## config.mk

```make
export PLATFORM = sky130hd
export DESIGN_NAME = flash_cmd_ctrl
export DESIGN_NICKNAME = d
export VERILOG_FILES = /design/src/rtl/flash_cmd_pkg.sv /design/src/rtl/flash_cmd_fsm.sv /design/src/rtl/flash_cmd_datapath.sv /design/src/rtl/flash_cmd_ctrl.sv
export SDC_FILE = /design/constraint.sdc
export NUM_CORES = 1
export LEC_CHECK = 0
export ABC_AREA = 0
export ABC_CLOCK_PERIOD_IN_PS = 2000
export BUFFER_PORTS_ARGS = -buffer_cell sky130_fd_sc_hd__buf_2
export CAP_MARGIN = 40
export CORE_MARGIN = 2
export CORE_UTILIZATION = 48
export CTS_CLUSTER_DIAMETER = 100
export CTS_CLUSTER_SIZE = 30
export DETAILED_ROUTE_END_ITERATION = 8
export PLACE_DENSITY = 0.91
export SETUP_SLACK_MARGIN = 0.2
export SYNTH_ARGS = -nofsm -noshare
export SYNTH_HDL_FRONTEND = slang
export SYNTH_SLANG_ARGS = --single-unit
```

## constraint.sdc

```tcl
create_clock -name clk -period 2 [get_ports clk]
set_input_delay 0.2 -clock clk [delete_from_list [all_inputs] [get_ports clk]]
set_output_delay 0.2 -clock clk [all_outputs]
set_load 0.01 [all_outputs]
```

## src/rtl/flash_cmd_pkg.sv

```systemverilog
package flash_cmd_pkg;

  typedef enum logic [1:0] {
    RM_ARRAY  = 2'd0,
    RM_IDENT  = 2'd1,
    RM_STATUS = 2'd2
  } readMode_t;

  typedef enum logic [1:0] {
    SQ_IDLE    = 2'd0,
    SQ_PROG    = 2'd1,
    SQ_PROG_FF = 2'd2,
    SQ_ERASE   = 2'd3
  } seqState_t;

  // Strobes from control to datapath, valid in the cycle of a sampled write.
  typedef struct packed {
    logic goProg;
    logic goErase;
    logic goSuspend;
    logic goResume;
    logic clrErr;
    logic seqErr;
  } ctlStrobe_t;

  localparam logic [7:0] CMD_READ_ARRAY = 8'hFF;
  localparam logic [7:0] CMD_IDENT      = 8'h90;
  localparam logic [7:0] CMD_STATUS     = 8'h70;
  localparam logic [7:0] CMD_CLEAR      = 8'h50;
  localparam logic [7:0] CMD_ERASE      = 8'h20;
  localparam logic [7:0] CMD_CONFIRM    = 8'hD0;
  localparam logic [7:0] CMD_PROG_A     = 8'h40;
  localparam logic [7:0] CMD_PROG_B     = 8'h10;
  localparam logic [7:0] CMD_SUSPEND    = 8'hB0;

  localparam int ST_READY_BIT = 7;
  localparam int ST_SUSP_BIT  = 6;
  localparam int ST_ERASE_BIT = 5;
  localparam int ST_PROG_BIT  = 4;

endpackage

```

## src/rtl/flash_cmd_fsm.sv

```systemverilog
module flash_cmd_fsm
  import flash_cmd_pkg::*;
(
  input  logic       clk,
  input  logic       rstN,
  input  logic       wrEn,
  input  logic [7:0] wrData,
  input  logic       busyQ,
  output readMode_t  readMode,
  output logic       suspended,
  output ctlStrobe_t strb
);

  seqState_t seqState, seqNext;
  readMode_t modeNext;
  logic      eraseRunning;

  always_comb begin
    seqNext  = seqState;
    modeNext = readMode;
    strb     = '0;
    if (wrEn) begin
      if (busyQ) begin
        if (wrData == CMD_STATUS) begin
          modeNext = RM_STATUS;
        end else if (wrData == CMD_SUSPEND && eraseRunning && !suspended) begin
          strb.goSuspend = 1'b1;
        end
      end else begin
        unique case (seqState)
          SQ_IDLE: begin
            unique case (wrData)
              CMD_READ_ARRAY: modeNext = RM_ARRAY;
              CMD_IDENT:      modeNext = RM_IDENT;
              CMD_STATUS:     modeNext = RM_STATUS;
              CMD_CLEAR:      strb.clrErr = 1'b1;
              CMD_PROG_A, CMD_PROG_B: begin
                if (!suspended) seqNext = SQ_PROG;
              end
              CMD_ERASE: begin
                if (!suspended) seqNext = SQ_ERASE;
              end
              CMD_CONFIRM: begin
                if (suspended) begin
                  strb.goResume = 1'b1;
                  modeNext      = RM_STATUS;
                end
              end
              default: ;
            endcase
          end
          SQ_PROG: begin
            if (wrData == CMD_READ_ARRAY) begin
              seqNext = SQ_PROG_FF;
            end else begin
              strb.goProg = 1'b1;
              modeNext    = RM_STATUS;
              seqNext     = SQ_IDLE;
            end
          end
          SQ_PROG_FF: begin
            seqNext = SQ_IDLE;
            if (wrData == CMD_READ_ARRAY) begin
              modeNext = RM_ARRAY;
            end else begin
              strb.goProg = 1'b1;
              modeNext    = RM_STATUS;
            end
          end
          SQ_ERASE: begin
            seqNext = SQ_IDLE;
            if (wrData == CMD_CONFIRM) begin
              strb.goErase = 1'b1;
              modeNext     = RM_STATUS;
            end else if (wrData == CMD_READ_ARRAY) begin
              modeNext = RM_ARRAY;
            end else begin
              strb.seqErr = 1'b1;
              modeNext    = RM_STATUS;
            end
          end
          default: seqNext = SQ_IDLE;
        endcase
      end
    end
  end

  always_ff @(posedge clk) begin
    if (!rstN) begin
      seqState     <= SQ_IDLE;
      readMode     <= RM_ARRAY;
      suspended    <= 1'b0;
      eraseRunning <= 1'b0;
    end else begin
      seqState <= seqNext;
      readMode <= modeNext;
      if (strb.goSuspend)     suspended <= 1'b1;
      else if (strb.goResume) suspended <= 1'b0;
      if (strb.goErase)       eraseRunning <= 1'b1;
      else if (strb.goProg)   eraseRunning <= 1'b0;
    end
  end

endmodule

```

## src/rtl/flash_cmd_datapath.sv

```systemverilog
module flash_cmd_datapath
  import flash_cmd_pkg::*;
#(
  parameter int         ADDR_W   = 10,
  parameter logic [7:0] MFR_CODE = 8'h89,
  parameter logic [7:0] DEV_CODE = 8'hA2
) (
  input  logic              clk,
  input  logic              rstN,
  input  ctlStrobe_t        strb,
  input  logic [ADDR_W-1:0] wrAddr,
  input  logic [7:0]        wrData,
  input  logic              rdAddr0,
  input  logic [7:0]        arrayData,
  input  readMode_t         readMode,
  input  logic              suspended,
  input  logic              wsmBusy,
  input  logic              wsmProgErr,
  input  logic              wsmEraseErr,
  output logic              busyQ,
  output logic              progErrQ,
  output logic              eraseErrQ,
  output logic [7:0]        rdData,
  output logic              startProg,
  output logic              startErase,
  output logic              suspendReq,
  output logic              resumeReq,
  output logic [ADDR_W-1:0] opAddr,
  output logic [7:0]        opData
);

  logic [7:0] statusByte;
  logic       progErrNext, eraseErrNext;

  // Set sources win over the clear strobe.
  assign progErrNext  = wsmProgErr  | strb.seqErr | (progErrQ  & ~strb.clrErr);
  assign eraseErrNext = wsmEraseErr | strb.seqErr | (eraseErrQ & ~strb.clrErr);

  always_ff @(posedge clk) begin
    if (!rstN) begin
      busyQ      <= 1'b0;
      progErrQ   <= 1'b0;
      eraseErrQ  <= 1'b0;
      startProg  <= 1'b0;
      startErase <= 1'b0;
      suspendReq <= 1'b0;
      resumeReq  <= 1'b0;
      opAddr     <= '0;
      opData     <= '0;
    end else begin
      busyQ      <= wsmBusy;
      progErrQ   <= progErrNext;
      eraseErrQ  <= eraseErrNext;
      startProg  <= strb.goProg;
      startErase <= strb.goErase;
      suspendReq <= strb.goSuspend;
      resumeReq  <= strb.goResume;
      if (strb.goProg || strb.goErase) begin
        opAddr <= wrAddr;
        opData <= wrData;
      end
    end
  end

  always_comb begin
    statusByte               = '0;
    statusByte[ST_READY_BIT] = ~busyQ;
    statusByte[ST_SUSP_BIT]  = suspended;
    statusByte[ST_ERASE_BIT] = eraseErrQ;
    statusByte[ST_PROG_BIT]  = progErrQ;
  end

  always_comb begin
    unique case (readMode)
      RM_IDENT:  rdData = rdAddr0 ? DEV_CODE : MFR_CODE;
      RM_STATUS: rdData = statusByte;
      default:   rdData = arrayData;
    endcase
  end

endmodule

```

## src/rtl/flash_cmd_ctrl.sv

```systemverilog
module flash_cmd_ctrl
  import flash_cmd_pkg::*;
#(
  parameter int         ADDR_W   = 10,
  parameter logic [7:0] MFR_CODE = 8'h89,
  parameter logic [7:0] DEV_CODE = 8'hA2
) (
  input  logic              clk,
  input  logic              rstN,
  input  logic              wrEn,
  input  logic [ADDR_W-1:0] wrAddr,
  input  logic [7:0]        wrData,
  input  logic              rdAddr0,
  input  logic [7:0]        arrayData,
  output logic [7:0]        rdData,
  input  logic              wsmBusy,
  input  logic              wsmProgErr,
  input  logic              wsmEraseErr,
  output logic              startProg,
  output logic              startErase,
  output logic              suspendReq,
  output logic              resumeReq,
  output logic [ADDR_W-1:0] opAddr,
  output logic [7:0]        opData
);

  ctlStrobe_t strb;
  readMode_t  readMode;
  logic       suspended;
  logic       busyQ;
  logic       progErrQ;
  logic       eraseErrQ;

  flash_cmd_fsm u_fsm (
    .clk       (clk),
    .rstN      (rstN),
    .wrEn      (wrEn),
    .wrData    (wrData),
    .busyQ     (busyQ),
    .readMode  (readMode),
    .suspended (suspended),
    .strb      (strb)
  );

  flash_cmd_datapath #(
    .ADDR_W   (ADDR_W),
    .MFR_CODE (MFR_CODE),
    .DEV_CODE (DEV_CODE)
  ) u_dp (
    .clk         (clk),
    .rstN        (rstN),
    .strb        (strb),
    .wrAddr      (wrAddr),
    .wrData      (wrData),
    .rdAddr0     (rdAddr0),
    .arrayData   (arrayData),
    .readMode    (readMode),
    .suspended   (suspended),
    .wsmBusy     (wsmBusy),
    .wsmProgErr  (wsmProgErr),
    .wsmEraseErr (wsmEraseErr),
    .busyQ       (busyQ),
    .progErrQ    (progErrQ),
    .eraseErrQ   (eraseErrQ),
    .rdData      (rdData),
    .startProg   (startProg),
    .startErase  (startErase),
    .suspendReq  (suspendReq),
    .resumeReq   (resumeReq),
    .opAddr      (opAddr),
    .opData      (opData)
  );

endmodule

```

==> flow_metrics.env, run 1 <==
export IMPL_p_int_mw=0.816
export IMPL_synth_most_common_cell="dfxtp_1"
export IMPL_drt_iter0_drc=50
export IMPL_cts_sinks=31
export IMPL_cp_max_fo=10
export IMPL_path_clk_slew_ns=0.10
export IMPL_p_clk_frac=0.319
export IMPL_io_pins=63
export IMPL_wl_per_cell_um=12.2
export IMPL_synth_fa_ha_area_frac=0.0534
export IMPL_synth_compound_area_frac=0.109
export IMPL_synth_xor_area_frac=0.0107
export IMPL_die_w_um=62.5
export IMPL_synth_ff_type="dfxtp_1"
export IMPL_dieArea_sq_um=3900
export IMPL_cp_arrival_ns=1.95
export IMPL_cp_top_family="flip-flops"
export IMPL_max_stage_delay_ns=0.37
export IMPL_synth_edf_count=0
export IMPL_htreeDepth=2
export IMPL_die_h_um=62.5
export IMPL_crit_slowest_cell="dfxtp_2"
export IMPL_grt_setup_unrepaired="true"
export IMPL_yosys_area_top_type_share=0.378
export IMPL_pwr_share_seq=0.565
export IMPL_synth_seq_area_share=0.378
export IMPL_wirelength_mm=3.60
export IMPL_power_density_nw_per_um2=529
export IMPL_postSynthCellCount=181
export IMPL_slew_violations=0
export IMPL_synthMuxAreaShare=0.134
export IMPL_crit_cells=7
export IMPL_ys_types=44
export IMPL_global_route_usage_total=0.199
export IMPL_ir_drop_mv=0.496
export IMPL_yosysWarnings=0
export IMPL_initial_core_util=0.495
export IMPL_setup_viol=0
export IMPL_cts_root_buf="clkbuf_4"
export IMPL_cts_tree="done"
export IMPL_synth_simple_area_share=0.262
export IMPL_multi_input_comb_area_sq_um=955
export IMPL_hold_violations=0
export IMPL_crit_buf_inv=2
export IMPL_p_leak_nw=0.900
export IMPL_synth_top_family_by_area="simple AND/OR/NAND/NOR gates"
export IMPL_coreArea_sq_um=3310
export IMPL_hold_slack_ns=0.0709
export IMPL_synth_area_top_cells="dfxtp_1 38%, mux2i_1 13%, nor2b_1 7.6%"
export IMPL_rows=21
export IMPL_start_kind="flop"
export IMPL_path_cells="ha_1 > inv_1 > nand4bb_1 > a21boi_2 > buf_6 > mux2i_1 > nor2b_1"
export IMPL_min_path_type="in2reg"
export IMPL_dp_hpwl_mm=2.66
export IMPL_firstDrtPassIters=4
export IMPL_crit_path_end_kind="flop"
export IMPL_clk_latency_ns=0.34
export IMPL_vias=1467
export IMPL_syn_nets=221
export IMPL_drt_vias_per_instance=4.99
export IMPL_layout_drive_gt1_share=0.359
export IMPL_numCtsBuffers=5
export IMPL_worst_r2r_path_depth=7
export IMPL_combPwrFrac=0.117
export IMPL_final_nets=287
export IMPL_overflow=0
export IMPL_drc=0
export IMPL_ctsHoldBuffers=0
export IMPL_tightest_slew_ns=0.348
export IMPL_gp_congestion=0.934
export IMPL_antenna_found_initial=0
export IMPL_synth_top_area_cell="dfxtp_1"
export IMPL_max_freq_mhz=588
export IMPL_skew_ns=0.00821
export IMPL_swShare=0.263
export IMPL_run_status="complete, no violations"
export IMPL_layout_min_cycle_time_ns=1.70
export IMPL_grt_pass1_vias=1418
export IMPL_setup_tns_ns=0
export IMPL_syn_to_final_growth_pct=27.6
export IMPL_power_switching_mw=0.291
export IMPL_cp_required_ns=2.25
export IMPL_grt_max_degree=33
export IMPL_avgSynthCellArea_sq_um=9.06
export IMPL_synthTopCellsByCount="31 x dfxtp_1, 22 x mux2i_1, 22 x nand2_1, 20 x nor2b_1, 8 x o21ai_0"
export IMPL_hold_path_cell_count=2
export IMPL_io_buffers=62
export IMPL_num_fill_cells=315
export IMPL_netlist_area_sq_um=1640
export IMPL_period_share=0.850
export IMPL_critical_path_class="reg2reg"
export IMPL_cts_buffer_depth=2
export IMPL_max_cap_violations=0
export IMPL_regArea_sq_um=624
export IMPL_worst_r2r_setup_slack_ns=0.30
export IMPL_ant_nets=0
export IMPL_antenna_cells=0
export IMPL_synth_seq_cells=31
export IMPL_async_reset_ff_frac=0
export IMPL_slew_headroom=0.766
export IMPL_grt_pass1_wl_mm=6.22
routing by layer:
metal / track usage / part of all wire / vias up
li1: - / - / 762
met1: 0.253 / 0.48 / 636
met2: 0.317 / 0.43 / 62
met3: 0.0450 / 0.071 / 7
met4: 0.100 / 0.019 / 0
met5: 0 / 0 / -
timing repair:
action | CTS | global route
buffers inserted | 0 | 0
pin swaps | 0 | 1
setup endpoints to repair | 3 | 20
resized for setup | 3 | 5
cell families after synthesis:
| family | count (synthesis) |
|---|---|
| buffers and inverters | 18 |
| flip-flops | 31 |
| multiplexers | 22 |
| XOR/XNOR | 2 |
| AND/OR/NAND/NOR | 74 |
| AO/OA/AOI/OAI | 27 |
| adder cells (fa/ha/maj) | 7 |
layout by cell type (no fill, tap or decap), drive strengths merged, types with 2 or more instances in the layout:
master,n
a21o,4
buf,70
and3b,2
nor2,5
o21a,2
ha,7
dfxtp,31
clkbuf,5
nand4,3
o22ai,2
inv,7
and3,2
nor3b,2
nor2b,20
xor2,2
o21ai,8
nand3,6
and2,2
a21oi,2
nand2,22
clkinv,3
mux2i,22
worst paths after layout:
check | from | to
setup / recovery | u_fsm.seqState[1]$_SDFFE_PN0P_ | u_dp.opData[6]$_SDFFE_PN0P_
hold / removal | wsmBusy | u_dp.busyQ$_SDFF_PN0_
setup reg to reg | u_fsm.seqState[1]$_SDFFE_PN0P_ | u_dp.opData[6]$_SDFFE_PN0P_
hold reg to reg | u_fsm.readMode[0]$_SDFFE_PN0P_ | u_fsm.readMode[0]$_SDFFE_PN0P_
through the flow:
stage / power (mW) / worst slack (ns) / cell area [sq um] / util / instances
2_1_floorplan: 0.706 / 0.351 / 1640 / - / 181
3_3_place_gp: 0.765 / 0.273 / 2010 / 0.608 / 286
3_5_place_dp: 0.767 / 0.229 / 2010 / 0.608 / 286
4_1_cts: 1.11 / 0.222 / 2080 / 0.629 / 294
5_1_grt: 1.17 / 0.162 / 2090 / 0.632 / 294
6_report: 1.11 / 0.300 / 2090 / 0.632 / 294
registers in the layout, summed over array words and instances, names as in the netlist:
name	count
u_dp.progErrQ	1
u_dp.eraseErrQ	1
u_fsm.seqState	2
u_fsm.readMode	2
u_dp.opAddr	10
u_dp.startErase	1
u_dp.startProg	1
u_dp.opData	8
u_fsm.eraseRunning	1
u_dp.resumeReq	1
u_fsm.suspended	1
u_dp.busyQ	1
u_dp.suspendReq	1
power by group through the flow:
stage,combinational [mW],sequential (mW),clock [mW]
2_1_floorplan,0.0665,0.639,0
3_3_place_gp,0.125,0.639,0
3_5_place_dp,0.128,0.639,0
4_1_cts,0.129,0.625,0.361
5_1_grt,0.143,0.626,0.396
6_report,0.129,0.625,0.353
final cells by class:
cell class / count / share of cell area
clock buffer: 5 / 0.0179
multi-input combinational: 132 / 0.456
inverter: 7 / 0.0126
timing repair buffer: 70 / 0.181
clock inverter: 3 / 0.00717
sequential: 31 / 0.298
tap: 46 / 0.0275
Note: power is estimated with default switching activity, not from simulation.
==> run 2, diff against run 1 <==
--- a/config.mk
+++ b/config.mk
@@ -5,16 +5,16 @@
 export SDC_FILE = /design/constraint.sdc
 export NUM_CORES = 1
 export LEC_CHECK = 0
-export ABC_AREA = 0
-export ABC_CLOCK_PERIOD_IN_PS = 2000
+export ABC_AREA = 1
+export ABC_CLOCK_PERIOD_IN_PS = 1800
 export BUFFER_PORTS_ARGS = -buffer_cell sky130_fd_sc_hd__buf_2
 export CAP_MARGIN = 40
 export CORE_MARGIN = 2
-export CORE_UTILIZATION = 48
+export CORE_UTILIZATION = 49
 export CTS_CLUSTER_DIAMETER = 100
 export CTS_CLUSTER_SIZE = 30
 export DETAILED_ROUTE_END_ITERATION = 8
-export PLACE_DENSITY = 0.91
+export PLACE_DENSITY = 0.92
 export SETUP_SLACK_MARGIN = 0.2
 export SYNTH_ARGS = -nofsm -noshare
 export SYNTH_HDL_FRONTEND = slang
==> constraint.sdc (replaced) <==
create_clock -name clk -period 1.8 [get_ports clk]
set_input_delay 0.18 -clock clk [delete_from_list [all_inputs] [get_ports clk]]
set_output_delay 0.18 -clock clk [all_outputs]
set_load 0.01 [all_outputs]
==> run 2 against run 1 <==
Effect of this change:
- setup slack got worse by 0.063 ns
- global-route usage up 3.4 points
- design area grew 3.0%
- via count increased by 21%
- clock skew is 0.0025 ns higher
- non-clock buffer count shrank 3
- combinational power is 75% higher
- utilization rose by 1.9 points
- synthesized cell count increased by 26%
- clock power up 34%
==> flow_metrics.env, run 2 <==
export IMPL_run_status="complete, no violations"
export IMPL_synth_ff_type="dfxtp_1"
export IMPL_fin_area_sq_um=2160
export IMPL_skew_ns=0.0107
export IMPL_r2r_start="u_fsm.seqState[1]$_SDFFE_PN0P_"
export IMPL_netlist_area_sq_um=1690
export IMPL_p_int_mw=1.02
export IMPL_p_clk_frac=0.334
export IMPL_pwr_share_seq=0.506
export IMPL_yosys_area_top_type_share=0.368
export IMPL_vias=1780
export IMPL_synth_compound_area_frac=0.140
export IMPL_drt_iter0_drc=86
export IMPL_syn_nets=268
export IMPL_clk_latency_ns=0.34
export IMPL_antenna_cells=0
export IMPL_synth_seq_cells=31
export IMPL_avgSynthCellArea_sq_um=7.39
export IMPL_io_pins=63
export IMPL_cts_sinks=31
export IMPL_start_kind="flop"
export IMPL_synth_top_family_by_area="simple AND/OR/NAND/NOR gates"
export IMPL_dieArea_sq_um=3920
export IMPL_min_path_type="in2reg"
export IMPL_layout_drive_gt1_share=0.396
export IMPL_drt_vias_per_instance=5.17
export IMPL_path_clk_slew_ns=0.10
export IMPL_io_buffers=62
export IMPL_cts_root_buf="clkbuf_4"
export IMPL_wl_per_cell_um=12.5
export IMPL_syn_to_final_growth_pct=28.0
export IMPL_drc=0
export IMPL_worst_r2r_setup_slack_ns=0.30
export IMPL_synth_most_common_cell="nor2_1"
export IMPL_synth_area_top_cells="dfxtp_1 37%, nor2_1 9.1%, nand2_1 8.7%"
export IMPL_power_switching_mw=0.391
export IMPL_fin_util=0.652
export IMPL_async_reset_ff_frac=0
export IMPL_coreArea_sq_um=3310
export IMPL_synth_seq_area_share=0.368
export IMPL_regMostFlops="u_dp.opAddr"
export IMPL_htreeDepth=2
export IMPL_period_share=0.869
export IMPL_tightest_slew_ns=0.295
export IMPL_max_cap_violations=0
export IMPL_ys_types=31
export IMPL_numCtsBuffers=5
export IMPL_hold_slack_ns=0.0226
export IMPL_combPwrFrac=0.160
export IMPL_cp_arrival_ns=1.38
export IMPL_slew_headroom=0.802
export IMPL_rows=21
export IMPL_pre_cts_ws_ns=0.190
export IMPL_synthMuxAreaShare=0
export IMPL_crit_slowest_cell="dfxtp_2"
export IMPL_slew_violations=0
export IMPL_crit_path_end_kind="primary output"
export IMPL_top_regs="u_dp.opAddr x10, u_dp.opData x8"
export IMPL_worst_r2r_path_depth=7
export IMPL_reg2reg_to="u_dp.opAddr[5]$_SDFFE_PN0P_"
export IMPL_ant_nets=0
export IMPL_postSynthCellCount=228
export IMPL_finalPower_mw=1.42
export IMPL_p_leak_nw=1.14
export IMPL_cp_required_ns=1.62
export IMPL_initial_core_util=0.509
export IMPL_fin_cells=344
export IMPL_synth_top_area_cell="dfxtp_1"
export IMPL_placed_area_sq_um=2010
export IMPL_setup_ws_ns=0.237
export IMPL_grt_setup_unrepaired="true"
export IMPL_synth_simple_area_share=0.342
export IMPL_path_cells="inv_2 > ha_4 > buf_4 > nand2_1 > nand3_1 > buf_2"
export IMPL_crit_end="rdData[5]"
export IMPL_layout_min_cycle_time_ns=1.56
export IMPL_synth_fa_ha_area_frac=0.0520
export IMPL_gp_congestion=0.856
export IMPL_swShare=0.276
export IMPL_largest_reg_flops=10
export IMPL_max_stage_delay_ns=0.35
export IMPL_crit_start="u_fsm.readMode[0]$_SDFFE_PN0P_"
export IMPL_antenna_found_initial=0
export IMPL_final_nets=337
export IMPL_hold_violations=0
export IMPL_dpl_cell_count=331
export IMPL_synth_edf_count=0
export IMPL_power_density_nw_per_um2=656
export IMPL_overflow=0
export IMPL_global_route_usage_total=0.233
export IMPL_cts_tree="done"
export IMPL_synth_xor_area_frac=0
export IMPL_critical_path_class="reg2out"
export IMPL_ir_drop_mv=0.477
export IMPL_yosysWarnings=0
export IMPL_layout_commonest_cell="buf_2"
export IMPL_grt_pass1_wl_mm=7.36
export IMPL_grt_pass1_vias=1656
export IMPL_wirelength_mm=4.30
export IMPL_die_w_um=62.6
export IMPL_grt_max_degree=27
export IMPL_setup_viol=0
export IMPL_firstDrtPassIters=4
export IMPL_cp_max_fo=5
export IMPL_synthTopCellsByCount="41 x nor2_1, 39 x nand2_1, 31 x dfxtp_1, 23 x inv_1"
export IMPL_cts_buffer_depth=2
export IMPL_most_common_layout_cells="62 x buf_2, 39 x nor2_1, 38 x nand2_1"
export IMPL_max_freq_mhz=640
export IMPL_ctsHoldBuffers=0
export IMPL_die_h_um=62.6
export IMPL_dp_hpwl_mm=3.05
export IMPL_setup_tns_ns=0
## run 2: cell types whose count changed after synthesis, moves of 7 or more
cell,change
nor2_1,+36
mux2i_1,-22
nor2b_1,-20
nand2_1,+17
inv_1,+16
o21ai_2,+7
## run 2: power by group through the flow
stage / combinational, mW / clock (mW) / sequential (mW)
6_report: 0.226 / 0.473 / 0.716
5_1_grt: 0.250 / 0.529 / 0.718
4_1_cts: 0.217 / 0.480 / 0.715
3_5_place_dp: 0.207 / 0 / 0.731
3_3_place_gp: 0.202 / 0 / 0.729
2_1_floorplan: 0.121 / 0 / 0.733
## run 2: what timing repair did
item / in CTS / in global routing
setup endpoints to repair: 18 / 21
gates cloned: 1 / 0
gates resized for setup: 4 / 10
pin swaps: 2 / 1
setup buffers: 3 / 1
hold endpoints to repair: 0 / 0
## run 2: worst min path at each step
stage / startpoint / end / cells after the start
5_1_grt: wsmBusy / u_dp.busyQ$_SDFF_PN0_ / 3
6_report: wsmBusy / u_dp.busyQ$_SDFF_PN0_ / 3
2_1_floorplan: wsmBusy / u_dp.busyQ$_SDFF_PN0_ / 2
4_1_cts: wsmBusy / u_dp.busyQ$_SDFF_PN0_ / 3
3_5_place_dp: wsmBusy / u_dp.busyQ$_SDFF_PN0_ / 3
3_3_place_gp: wsmBusy / u_dp.busyQ$_SDFF_PN0_ / 3
## run 2: layer usage
metal  GRT usage  routed length, um  share of wire
met2       0.397               2060           0.48
met3      0.0559                370          0.086
met5           0                  0              0
met1       0.273               1740           0.40
met4       0.117                130          0.030
## run 2: cell type report
type	instances	area, sq um
fillers	295	1150
multi-input cells	163	936
flip-flops and latches	31	623
repair buffers	67	352
inverters	29	116
clock buffers	7	65.1
well taps	46	57.6
clock inverters	1	7.51
## run 2: kinds of logic after synthesis
kind of cell	Yosys count
flops	31
compound gates	37
simple gates	118
buf+inv	35
fa+ha+maj	7
## run 2: worst max-delay path: cells and delay by family (launching register included)
family,cells,cell delay [ns]
AND/OR/NAND/NOR,2,0.12
adder cells (fa/ha/maj),1,0.26
flip-flops,1,0.35
buffers and inverters,3,0.33
==> run 3, diff against run 2 <==
--- a/config.mk
+++ b/config.mk
@@ -9,7 +9,6 @@
 export ABC_CLOCK_PERIOD_IN_PS = 1800
 export BUFFER_PORTS_ARGS = -buffer_cell sky130_fd_sc_hd__buf_2
 export CAP_MARGIN = 40
-export CORE_MARGIN = 2
 export CORE_UTILIZATION = 49
 export CTS_CLUSTER_DIAMETER = 100
 export CTS_CLUSTER_SIZE = 30
==> run 3 against run 2 <==
Effect of this change:
- utilization grew 3.3 points
- sequential cell count stayed put
- hold slack improved by 0.0091 ns
- clock power is 7.6% higher
- design area is the same
- fmax decreased by 2.9%
- sequential share of layout area rose by 0.058 points
- clock skew rose by 0.0012 ns
- die area is 6.3% lower
- register-to-register slack better by 0.07 ns
- sequential power hardly changed
- wire length fell by 0.79%
==> flow_metrics.env, run 3 (same netlist as run 2, synthesis figures left out) <==
export IMPL_vias=1701
export IMPL_grt_max_degree=27
export IMPL_skew_ns=0.0119
export IMPL_path_clk_slew_ns=0.09
export IMPL_setup_ws_ns=0.190
export IMPL_cts_sinks=31
export IMPL_setup_viol=0
export IMPL_grt_pass1_vias=1428
export IMPL_clk_latency_ns=0.34
export IMPL_drt_iter0_drc=73
export IMPL_cp_max_fo=5
export IMPL_top_regs="u_dp.opAddr x10, u_dp.opData x8"
export IMPL_wl_per_cell_um=12.5
export IMPL_worst_r2r_path_depth=9
export IMPL_max_freq_mhz=621
export IMPL_regMostFlops="u_dp.opAddr"
export IMPL_global_route_usage_total=0.234
export IMPL_run_status="complete, no violations"
export IMPL_power_density_nw_per_um2=673
export IMPL_io_pins=63
export IMPL_ir_drop_mv=0.575
export IMPL_cp_required_ns=1.62
export IMPL_drc=0
export IMPL_num_fill_cells=275
export IMPL_crit_buf_inv=3
export IMPL_rows=20
export IMPL_crit_slowest_cell="dfxtp_2"
export IMPL_gp_congestion=0.884
export IMPL_hold_slack_ns=0.0317
export IMPL_multi_input_comb_area_sq_um=938
export IMPL_crit_path_end_kind="primary output"
export IMPL_hold_violations=0
export IMPL_hold_path_cell_count=3
export IMPL_layout_drive_gt1_share=0.399
export IMPL_grt_pass1_wl_mm=6.21
export IMPL_fin_cells=340
export IMPL_most_common_layout_cells="61 x buf_2, 39 x nor2_1, 38 x nand2_1"
export IMPL_dpl_cell_count=329
export IMPL_numCtsBuffers=5
export IMPL_syn_to_final_growth_pct=28.0
export IMPL_path_cells="inv_2 > ha_4 > inv_4 > nand3b_1 > nand2_1 > buf_6"
export IMPL_ant_nets=0
export IMPL_min_path_type="in2reg"
export IMPL_cp_arrival_ns=1.43
export IMPL_regArea_sq_um=624
export IMPL_p_leak_nw=1.14
export IMPL_start_kind="flop"
export IMPL_drt_vias_per_instance=5.00
export IMPL_drt_met1_wl_mm=1.84
export IMPL_dieArea_sq_um=3680
export IMPL_max_cap_violations=0
export IMPL_largest_reg_flops=10
export IMPL_layout_min_cycle_time_ns=1.61
export IMPL_cts_root_buf="clkbuf_4"
export IMPL_antenna_cells=0
export IMPL_antenna_found_initial=0
export IMPL_wl_met3_um=234
export IMPL_io_buffers=62
export IMPL_slew_headroom=0.800
export IMPL_tightest_slew_ns=0.298
export IMPL_final_nets=336
export IMPL_cts_tree="done"
export IMPL_die_w_um=60.6
export IMPL_dp_hpwl_mm=3.01
export IMPL_cp_top_family="flip-flops"
export IMPL_coreArea_sq_um=3150
export IMPL_overflow=0
export IMPL_wl_met2_mm=2.13
export IMPL_cts_buffer_depth=2
export IMPL_die_h_um=60.6
export IMPL_maxUsedRoutingLayer="met4"
export IMPL_slew_violations=0
export IMPL_critical_path_class="reg2out"
export IMPL_initial_core_util=0.535
export IMPL_firstDrtPassIters=4
export IMPL_wirelength_mm=4.26
export IMPL_setup_tns_ns=0
export IMPL_layout_commonest_cell="buf_2"
export IMPL_htreeDepth=2
export IMPL_crit_cells=6
export IMPL_period_share=0.894
export IMPL_pre_cts_ws_ns=0.198
export IMPL_grt_setup_unrepaired="true"
export IMPL_max_stage_delay_ns=0.34
-- run 3: timing repair --
item / 4_1_cts / 5_1_grt
pin swaps: 2 / 5
hold buffers: 0 / 0
setup endpoints to repair: 13 / 20
gates resized for setup: 3 / 15
cloned: 1 / 0
setup buffers: 2 / 1
-- run 3: layout make-up --
type / count / share of cell area
tap: 44 / 0.0255
clock buffer: 6 / 0.0191
sequential: 31 / 0.289
clock inverter: 1 / 0.0139
inverter: 29 / 0.0528
multi-input combinational: 163 / 0.435
timing repair buffer: 66 / 0.164
-- run 3: power by group --
group	internal, mW	switching, mW
logic	0.0945	0.135
registers	0.703	0.0115
clock network	0.286	0.223
-- run 3: worst reg2reg max path: stages (launching register included) --
cell     delay (ns)
dfxtp_2        0.35
inv_1          0.10
ha_2           0.21
inv_1          0.07
nor2_2         0.14
nand4_1        0.14
nand2_1        0.09
nand2_1        0.04
o21ai_0        0.14
inv_1          0.05
-- run 3: path summary, 6_finish.rpt --
path / startpoint / to / slack [ns]
hold / removal: wsmBusy / u_dp.busyQ$_SDFF_PN0_ / 0.03
setup reg to reg: u_fsm.seqState[0]$_SDFFE_PN0P_ / u_dp.progErrQ$_SDFF_PN0_ / 0.37
setup / recovery: u_fsm.readMode[0]$_SDFFE_PN0P_ / rdData[3] / 0.19
hold reg to reg: u_dp.opAddr[3]$_SDFFE_PN0P_ / u_dp.opAddr[3]$_SDFFE_PN0P_ / 0.50
-- run 3: stage by stage --
step / instance area, sq um / total power, mW / utilization
6_report: 2160 / 1.45 / 0.684
5_1_grt: 2160 / 1.53 / 0.684
4_1_cts: 2110 / 1.45 / 0.671
3_5_place_dp: 2000 / 0.938 / 0.635
3_3_place_gp: 2000 / 0.932 / 0.635
2_1_floorplan: 1690 / 0.854 / -
-- run 3: routing by layer --
metal  track usage  up-vias
met5             0        -
met4        0.0877        0
met3        0.0746        6
met2         0.400       57
met1         0.274      759
li1              -      879
